==> config.mk <==
export PLATFORM = sky130hd
export DESIGN_NAME = rx_irq_logic
export DESIGN_NICKNAME = d
export VERILOG_FILES = /design/src/rtl/rxi_pkg.sv /design/src/rtl/rxi_idle_arm.sv /design/src/rtl/rxi_rx_class.sv /design/src/rtl/rx_irq_logic.sv
export SDC_FILE = /design/constraint.sdc
export NUM_CORES = 1
export LEC_CHECK = 0
export BUFFER_PORTS_ARGS = -buffer_cell sky130_fd_sc_hd__clkbuf_2
export CAP_MARGIN = 0
export CORE_AREA = 10 10 47 49
export DETAILED_ROUTE_END_ITERATION = 10
export DIE_AREA = 0 0 57 59
export PLACE_DENSITY_LB_ADDON = 0.25
export SYNTH_ARGS = -nofsm -noshare
export SYNTH_HDL_FRONTEND = slang
export SYNTH_HIERARCHICAL = 1
export SYNTH_SLANG_ARGS = --single-unit
==> constraint.sdc <==
create_clock -name clk -period 1.6 [get_ports clk]
set_input_delay 0.32 -clock clk [delete_from_list [all_inputs] [get_ports clk]]
set_output_delay 0.32 -clock clk [all_outputs]
set_load 0.02 [all_outputs]
==> src/rtl/rxi_pkg.sv <==
package rxi_pkg;
  // positions of the error flags in rx_err
  localparam int ERR_PAR = 0;
  localparam int ERR_FRM = 1;
  localparam int ERR_OVR = 2;
  localparam int ERR_MIN_W = 3;

  typedef enum logic [1:0] {
    RXK_NONE = 2'b00,
    RXK_OK   = 2'b01,
    RXK_EXC  = 2'b10
  } rx_kind_e;
endpackage

==> src/rtl/rxi_idle_arm.sv <==
module rxi_idle_arm (
  input  logic clk,
  input  logic rst_n,
  input  logic idle_line,
  input  logic idle_irq_en,
  input  logic rx_char_stb,
  input  logic idle_ack,
  output logic idle_irq
);
  logic arm_q;
  logic arm_d;
  logic req_q;

  // a new character re-arms even when an acknowledge lands in the same cycle
  always_comb begin
    arm_d = arm_q;
    if (idle_ack)    arm_d = 1'b0;
    if (rx_char_stb) arm_d = 1'b1;
  end

  always_ff @(posedge clk) begin
    if (!rst_n) begin
      arm_q <= 1'b1;
      req_q <= 1'b0;
    end else begin
      arm_q <= arm_d;
      req_q <= idle_line & idle_irq_en & arm_d;
    end
  end

  assign idle_irq = req_q;
endmodule

==> src/rtl/rxi_rx_class.sv <==
module rxi_rx_class
  import rxi_pkg::*;
#(
  parameter int ERR_W = 3
) (
  input  logic             clk,
  input  logic             rst_n,
  input  logic             rx_full,
  input  logic             rx_irq_en,
  input  logic [ERR_W-1:0] rx_err,
  output logic             rx_irq_ok,
  output logic             rx_irq_exc
);
  rx_kind_e kind_d;
  rx_kind_e kind_q;
  logic     any_err;

  assign any_err = |rx_err;

  always_comb begin
    kind_d = RXK_NONE;
    if (rx_irq_en && rx_full) kind_d = any_err ? RXK_EXC : RXK_OK;
  end

  always_ff @(posedge clk) begin
    if (!rst_n) kind_q <= RXK_NONE;
    else        kind_q <= kind_d;
  end

  assign rx_irq_ok  = (kind_q == RXK_OK);
  assign rx_irq_exc = (kind_q == RXK_EXC);
endmodule

==> src/rtl/rx_irq_logic.sv <==
module rx_irq_logic
  import rxi_pkg::*;
#(
  parameter int ERR_W = ERR_MIN_W
) (
  input  logic             clk,
  input  logic             rst_n,
  input  logic             idle_line,
  input  logic             rx_char_stb,
  input  logic             rx_full,
  input  logic [ERR_W-1:0] rx_err,
  input  logic             idle_irq_en,
  input  logic             rx_irq_en,
  input  logic             idle_ack,
  output logic             idle_irq,
  output logic             rx_irq_ok,
  output logic             rx_irq_exc
);
  rxi_idle_arm u_idle (
    .clk         (clk),
    .rst_n       (rst_n),
    .idle_line   (idle_line),
    .idle_irq_en (idle_irq_en),
    .rx_char_stb (rx_char_stb),
    .idle_ack    (idle_ack),
    .idle_irq    (idle_irq)
  );

  rxi_rx_class #(.ERR_W(ERR_W)) u_class (
    .clk        (clk),
    .rst_n      (rst_n),
    .rx_full    (rx_full),
    .rx_irq_en  (rx_irq_en),
    .rx_err     (rx_err),
    .rx_irq_ok  (rx_irq_ok),
    .rx_irq_exc (rx_irq_exc)
  );
endmodule

==> impl_table.tex, run 1 <==
\begin{tabular}{lr}
\hline
Metric & Value \\
\hline
\multicolumn{2}{l}{\textbf{Run status}} \\
Outcome & finished clean \\
\multicolumn{2}{l}{\textbf{Placed design}} \\
Final weighted congestion in routability-driven placement & 0.583 \\
IO buf count & 13 \\
\multicolumn{2}{l}{\textbf{Floorplanning}} \\
Die area & 3360 um\^{}2 \\
Effective utilization at floorplan & 0.111 \\
Horizontal extent of the die & 57 um \\
Total I/O pin count & 14 \\
Die height & 59 um \\
Standard-cell row count & 14 \\
Core outline area & 1400 um\^{}2 \\
\multicolumn{2}{l}{\textbf{Power and ir drop}} \\
Leakage dissipation & 0.134 nW \\
Worst-case vdd ir drop & 0.000542 V \\
Cell Pwr Density & 971 nW/um\^{}2 \\
\multicolumn{2}{l}{\textbf{Synth}} \\
Count of synthesis-stage warnings from yosys & 6 \\
Cell count after synthesis & 15 \\
Most frequent cell after synthesis & sky130\_fd\_sc\_hd\_\_dfxtp\_1 \\
Top\_reg\_cell synth & sky130\_fd\_sc\_hd\_\_dfxtp\_1 \\
Sequential cell area fraction in the yosys report & 0.516 \\
Number of enable-type register cells in the synthesized netlist & 0 \\
Synth top cells by count & 4 x sky130\_fd\_sc\_hd\_\_dfxtp\_1, 3 x sky130\_fd\_sc\_hd\_\_nand3\_1, 2 x sky130\_fd\_sc\_hd\_\_nor2b\_1 \\
Net Count, Synth & 26 \\
Area share of the largest cell type after synthesis & 0.516 \\
Post-Synthesis Mean Instance Area & 10.3 um\^{}2 \\
Total of flip-flops plus latches after synthesis & 4 \\
Cell Area, Synth & 155 um\^{}2 \\
Leading cell types by total area after synthesis & sky130\_fd\_sc\_hd\_\_dfxtp\_1 52\%, sky130\_fd\_sc\_hd\_\_nand3\_1 9.7\%, sky130\_fd\_sc\_hd\_\_nand2b\_4 8.9\% \\
Share of synthesized registers carrying an async set or reset & 0 \\
Number of distinct library cells after synthesis & 9 \\
Post-synth top area cell & sky130\_fd\_sc\_hd\_\_dfxtp\_1 \\
\multicolumn{2}{l}{\textbf{Layout}} \\
Net count of the finished layout & 44 \\
Fraction of layout instances using a drive strength above 1 & 0.613 \\
Signed area change from the synthesized netlist to the final layout & 69.4\% \\
ANT cells & 0 \\
Filler cell count in the final layout & 169 \\
\multicolumn{2}{l}{\textbf{Setup path}} \\
Cell with the biggest individual delay on the critical path & sky130\_fd\_sc\_hd\_\_dfxtp\_1 \\
Crit-path leading delay family & flip-flops \\
Endpoint required time on the critical path & 1.28 ns \\
Maximum cell stage delay along the critical path & 0.31 ns \\
Nature of the critical path endpoint & primary output \\
Worst-path maximum fanout & 2 \\
Number of buffers and inverters on the critical path & 1 \\
List of cells traversed by the critical path & nor2b\_1 -> clkbuf\_2 \\
Start-to-end type of the worst setup path & reg -> out \\
Critical path startpoint category & register \\
CP arrival & 0.85 ns \\
\multicolumn{2}{l}{\textbf{Routing}} \\
Number of remaining DRC errors & 0 \\
Wire length reported by the detailed router & 438 um \\
Drt first pass iters & 3 \\
Iter 0 DRT Violations & 2 \\
Post-detailed-route via-to-cell ratio & 3.38 \\
DRT antenna net count & 0 \\
Average wire length per cell after detail routing & 9.32 um \\
Detailed-route via count & 159 \\
\multicolumn{2}{l}{\textbf{Job}} \\
Max-capacitance violation count & 0 \\
\multicolumn{2}{l}{\textbf{Timing}} \\
Setup repair after global routing missed its margin & no \\
Final worst clock skew & 0.0000227 ns \\
Hold\_ws & 0.275 ns \\
Post-Route Setup TNS & 0 ns \\
Slew at the pin closest to its max-slew limit & 0.182 ns \\
Final worst path period need & 1.17 ns \\
Final Setup Violations & 0 \\
Headroom to the max-slew limit & 0.878 \\
Final clock period utilization by the worst path & 0.731 \\
Max Clk Rate & 856 MHz \\
Max Transition Viols Final & 0 \\
Final hold vios & 0 \\
\multicolumn{2}{l}{\textbf{CTS}} \\
Post-cts repair resize count & 0 \\
TritonCTS Buffers & 3 \\
Clock transition at the registers of the reported paths & 0.04 ns \\
CTS tree & yes \\
Clock Tree Root & sky130\_fd\_sc\_hd\_\_clkbuf\_4 \\
Number of buffers added for setup after CTS & 0 \\
Clock sink count & 4 \\
Cts-stage hold buffer count & 0 \\
Max clock buf depth & 2 \\
H-tree levels & 1 \\
Clock insertion delay at the later pin of the skew report & 0.23 ns \\
\multicolumn{2}{l}{\textbf{GRT}} \\
Layer carrying the most global-route usage & met3 \\
All-Layer GR Usage & 0.0324 \\
Met1 Track Usage GR & 0.0321 \\
Total grt overflow & 0 \\
Vias in the first global route & 181 \\
Met3 Track Usage GR & 0.0601 \\
Initial antenna violation count & 0 \\
Wire length of the first global-routing pass & 731 um \\
Global routing usage on met2 & 0.0217 \\
Pin count of the biggest net entering global routing & 4 \\
\multicolumn{2}{l}{\textbf{Worst hold path}} \\
Worst hold path type & in -> reg \\
\hline
\end{tabular}
-- layer usage --
metal  vias to the layer above  wire [um]
met5                         -          0
met1                        56        222
met2                        18         93
li1                         85          -
met4                         0          0
met3                         0        123
-- worst reg2reg max path, stage by stage, from the launching register on --
cell                       delay (ns)
sky130_fd_sc_hd__dfxtp_1         0.34
sky130_fd_sc_hd__nand2b_4        0.06
sky130_fd_sc_hd__a21oi_2         0.12
-- cells by family after synthesis --
| group | count (synthesis) | share of synthesized area |
|---|---|---|
| compound gates | 1 | 0.0565 |
| flops | 4 | 0.516 |
| buf+inv | 1 | 0.0242 |
| simple gates | 9 | 0.403 |
-- cell usage in the layout (no fill, tap or decap) --
master / Yosys / layout
sky130_fd_sc_hd__nand2b_4: 1 / 1
sky130_fd_sc_hd__nor2b_1: 2 / 2
sky130_fd_sc_hd__a21oi_2: 1 / 1
sky130_fd_sc_hd__clkbuf_4: 0 / 3
sky130_fd_sc_hd__nand3_1: 3 / 3
sky130_fd_sc_hd__nor3_1: 1 / 1
sky130_fd_sc_hd__nor4_2: 1 / 1
sky130_fd_sc_hd__clkbuf_2: 0 / 13
sky130_fd_sc_hd__nor2_1: 1 / 1
sky130_fd_sc_hd__dfxtp_1: 4 / 4
sky130_fd_sc_hd__inv_1: 1 / 1
-- area by class of cell --
class	instances	area, um^2	area share
Timing Repair Buffer	13	65.1	0.248
Multi-Input combinational cell	10	71.3	0.271
Tap cell	16	20.0	0.0762
Sequential cell	4	80.1	0.305
Inverter	1	3.75	0.0143
Clock buffer	3	22.5	0.0857
-- sequential cells by signal, summed over array words and instances (netlist names) --
| register | cells |
|---|---|
| u_class/kind_q | 2 |
| u_idle/arm_q | 1 |
| u_idle/idle_irq | 1 |
-- power breakdown --
| group | switching [mW] | internal (mW) | total [mW] | leakage [nW] |
|---|---|---|---|---|
| Sequential | 0.00158 | 0.104 | 0.105 | 0.0327 |
| Combinational | 0.0133 | 0.0152 | 0.0286 | 0.0872 |
| Clock | 0.0375 | 0.0836 | 0.121 | 0.0138 |
| Total | 0.0524 | 0.203 | 0.255 | 0.134 |
-- per-stage QoR --
step	setup WS [ns]	instance area (um^2)	power, mW	instances	utilization
global route	0.394	263	0.278	47	0.188
floorplan	0.645	155	0.119	15	-
detailed placement	0.672	240	0.136	44	0.171
global placement	0.680	240	0.136	44	0.171
CTS	0.417	263	0.264	47	0.188
finish	0.431	263	0.255	47	0.188
-- final timing paths --
kind	start	cells after the start	slack, ns	to
hold / removal	rx_err[2]	2	0.27	u_class/kind_q[0]
hold reg to reg	u_idle/arm_q	2	0.48	u_idle/idle_irq
setup / recovery	u_class/kind_q[1]	2	0.43	rx_irq_exc
setup reg to reg	u_idle/arm_q	2	1.01	u_idle/idle_irq
Note: power is estimated with default switching activity, not from simulation.
==> run 2, diff against run 1 <==
ABC_AREA = 1   (was unset)
clock period = 1 ns   (was 1.6 ns; I/O delays follow)
==> run 2 against run 1 <==
The flow now finishes with violations (setup timing). Highest routed layer unchanged. Clock-buffer cell count did not move. Die area did not move. Non-clock buffer count did not move. Synthesized cell count rose by 33%. Total power rose by 59%. Global-route usage barely moved. Worst setup slack got worse by 0.43 ns. Clock skew barely moved. Register-to-register slack got worse by 0.57 ns.
==> impl_table.tex, run 2 <==
\begin{tabular}{lr}
\hline
Metric & Value \\
\hline
\multicolumn{2}{l}{\textbf{Synth}} \\
Top\_reg\_cell synth & sky130\_fd\_sc\_hd\_\_dfxtp\_1 \\
Post-synth top area cell & sky130\_fd\_sc\_hd\_\_dfxtp\_1 \\
Net Count, Synth & 31 \\
Cell Area, Synth & 153 um\^{}2 \\
Cell count after synthesis & 20 \\
Number of distinct library cells after synthesis & 8 \\
Leading cell types by total area after synthesis & sky130\_fd\_sc\_hd\_\_dfxtp\_1 52\%, sky130\_fd\_sc\_hd\_\_inv\_1 12\%, sky130\_fd\_sc\_hd\_\_nand3\_1 9.8\% \\
Most frequent cell after synthesis & sky130\_fd\_sc\_hd\_\_inv\_1 \\
Synth top cells by count & 5 x sky130\_fd\_sc\_hd\_\_inv\_1, 4 x sky130\_fd\_sc\_hd\_\_dfxtp\_1, 3 x sky130\_fd\_sc\_hd\_\_nand3\_1, 3 x sky130\_fd\_sc\_hd\_\_nor2\_1, 2 x sky130\_fd\_sc\_hd\_\_nand2\_1 \\
Area share of the largest cell type after synthesis & 0.525 \\
Post-Synthesis Mean Instance Area & 7.63 um\^{}2 \\
Sequential cell area fraction in the yosys report & 0.525 \\
Share of synthesized registers carrying an async set or reset & 0 \\
Total of flip-flops plus latches after synthesis & 4 \\
Number of enable-type register cells in the synthesized netlist & 0 \\
Count of synthesis-stage warnings from yosys & 6 \\
\multicolumn{2}{l}{\textbf{GRT}} \\
Total grt overflow & 0 \\
Wire length of the first global-routing pass & 759 um \\
Pin count of the biggest net entering global routing & 4 \\
All-Layer GR Usage & 0.0328 \\
Initial antenna violation count & 0 \\
Vias in the first global route & 200 \\
\multicolumn{2}{l}{\textbf{Layout}} \\
ANT cells & 0 \\
Number of cells in the finished layout apart from fillers & 52 \\
Signed area change from the synthesized netlist to the final layout & 75.4\% \\
Most common cell after layout, fill and taps aside & sky130\_fd\_sc\_hd\_\_clkbuf\_2 \\
Biggest register & u\_class/kind\_q \\
Number of flip-flops under the largest register name & 2 \\
Net count of the finished layout & 49 \\
Finished Cell Area & 268 um\^{}2 \\
Most frequent cells in the layout & 11 x sky130\_fd\_sc\_hd\_\_clkbuf\_2, 5 x sky130\_fd\_sc\_hd\_\_inv\_1, 3 x sky130\_fd\_sc\_hd\_\_clkbuf\_4, 3 x sky130\_fd\_sc\_hd\_\_nor2\_1, 3 x sky130\_fd\_sc\_hd\_\_nand3\_1 \\
Fraction of layout instances using a drive strength above 1 & 0.556 \\
Core Util, Final & 0.191 \\
Filler cell count in the final layout & 166 \\
\multicolumn{2}{l}{\textbf{Timing}} \\
Final Setup Violations & 1 \\
Max Transition Viols Final & 0 \\
Final worst clock skew & 0.0000286 ns \\
Headroom to the max-slew limit & 0.909 \\
Final worst path period need & 1.00 ns \\
Final hold vios & 0 \\
Setup repair after global routing missed its margin & yes \\
Post-route setup slack & -0.00364 ns \\
Final clock period utilization by the worst path & 1.00 \\
Slew at the pin closest to its max-slew limit & 0.137 ns \\
Max Clk Rate & 996 MHz \\
\multicolumn{2}{l}{\textbf{CTS}} \\
Clock transition at the registers of the reported paths & 0.04 ns \\
H-tree levels & 1 \\
Max clock buf depth & 2 \\
Number of buffers added for setup after CTS & 0 \\
TritonCTS Buffers & 3 \\
Clock insertion delay at the later pin of the skew report & 0.23 ns \\
CTS tree & yes \\
Clock sink count & 4 \\
Cts-stage hold buffer count & 0 \\
Clock Tree Root & sky130\_fd\_sc\_hd\_\_clkbuf\_4 \\
\multicolumn{2}{l}{\textbf{Floorplanning}} \\
Die height & 59 um \\
Standard-cell row count & 14 \\
Effective utilization at floorplan & 0.109 \\
Die area & 3360 um\^{}2 \\
Total I/O pin count & 14 \\
Core outline area & 1400 um\^{}2 \\
Horizontal extent of the die & 57 um \\
\multicolumn{2}{l}{\textbf{Setup path}} \\
Start-to-end type of the worst setup path & reg -> out \\
List of cells traversed by the critical path & inv\_1 -> nor2\_1 -> buf\_4 \\
Nature of the critical path endpoint & primary output \\
Endpoint required time on the critical path & 0.80 ns \\
Number of buffers and inverters on the critical path & 2 \\
CP arrival & 0.80 ns \\
Worst Reg2Reg Path Length in Cells & 2 \\
Crit-path leading delay family & flip-flops \\
Critical path startpoint category & register \\
Maximum cell stage delay along the critical path & 0.31 ns \\
Cell with the biggest individual delay on the critical path & sky130\_fd\_sc\_hd\_\_dfxtp\_2 \\
Worst-path maximum fanout & 2 \\
Number of gates on the worst path with buffers counted & 3 \\
\multicolumn{2}{l}{\textbf{Routing}} \\
Post-detailed-route via-to-cell ratio & 3.13 \\
DRT antenna net count & 0 \\
Iter 0 DRT Violations & 1 \\
Drt first pass iters & 2 \\
Wire length reported by the detailed router & 461 um \\
Detailed-route via count & 163 \\
Average wire length per cell after detail routing & 8.87 um \\
Number of remaining DRC errors & 0 \\
\multicolumn{2}{l}{\textbf{Placed design}} \\
IO buf count & 13 \\
Placement-stage cell area & 238 um\^{}2 \\
Final weighted congestion in routability-driven placement & 0.619 \\
Cell count after placement & 49 \\
\multicolumn{2}{l}{\textbf{Run status}} \\
Violated checks & setup timing \\
Outcome & complete, but fails checks \\
\multicolumn{2}{l}{\textbf{Power and ir drop}} \\
Leakage dissipation & 0.143 nW \\
Design Power & 406 uW \\
Cell Pwr Density & 1520 nW/um\^{}2 \\
Worst-case vdd ir drop & 0.000351 V \\
\multicolumn{2}{l}{\textbf{Worst hold path}} \\
Worst hold path type & in -> reg \\
Instance count along the most critical hold path & 2 \\
\multicolumn{2}{l}{\textbf{Job}} \\
Max-capacitance violation count & 0 \\
\hline
\end{tabular}
[run 2: cell count changes after synthesis, sizes merged, moves of 2 or more]
cell   before  now
inv         1    5
nor2        1    4
nand2       0    2
nor2b       2    0
[run 2: layout make-up]
class                      count  area, um^2  share of cell area
sequential                     4        82.6               0.308
timing repair buffer          13        70.1               0.262
multi-input combinational     11        53.8               0.201
clock buffer                   3        22.5              0.0841
tap                           16        20.0              0.0748
inverter                       5        18.8              0.0701
[run 2: per-stage QoR]
step	hold WS, ns	TNS (ns)	setup WS, ns
finish	0.178	-0.00364	-0.00364
global route	0.195	-0.126	-0.0710
CTS	0.172	-0.0792	-0.0400
detailed placement	0.422	0	0.196
global placement	0.414	0	0.198
floorplan	0.284	0	0.182
[run 2: cell families after synthesis]
kind of cell	after synthesis	share of synthesized area
AOI/OAI and AO/OA	2	0.0901
buffers and inverters	5	0.123
DFF	4	0.525
and+or+nand+nor	9	0.262
[run 2: final timing paths]
path,startpoint,end,slack (ns)
max,u_class/kind_q[0],rx_irq_ok,-0.004
min,rst_n,u_idle/arm_q,0.18
max reg2reg,u_idle/arm_q,u_idle/arm_q,0.44
min reg2reg,u_idle/arm_q,u_idle/idle_irq,0.47
[run 2: timing repair]
action / 4_1_cts / 5_1_grt
endpoints found under the setup margin: 2 / 2
gates resized for setup: 3 / 3
pin swaps: 0 / 1
[run 2: metal layers]
layer  vias up  part of all wire  global-route usage
met5         -                 0                   0
met3         0              0.26              0.0494
met2        14              0.25              0.0217
met4         0                 0              0.0403
met1        55              0.48              0.0320
li1         94                 -                   -
[run 2: power by group]
group          internal, mW  total (mW)  switching (mW)
Combinational        0.0231      0.0449          0.0218
Clock                 0.134       0.193          0.0593
Sequential            0.166       0.168         0.00191
Total                 0.323       0.406          0.0830
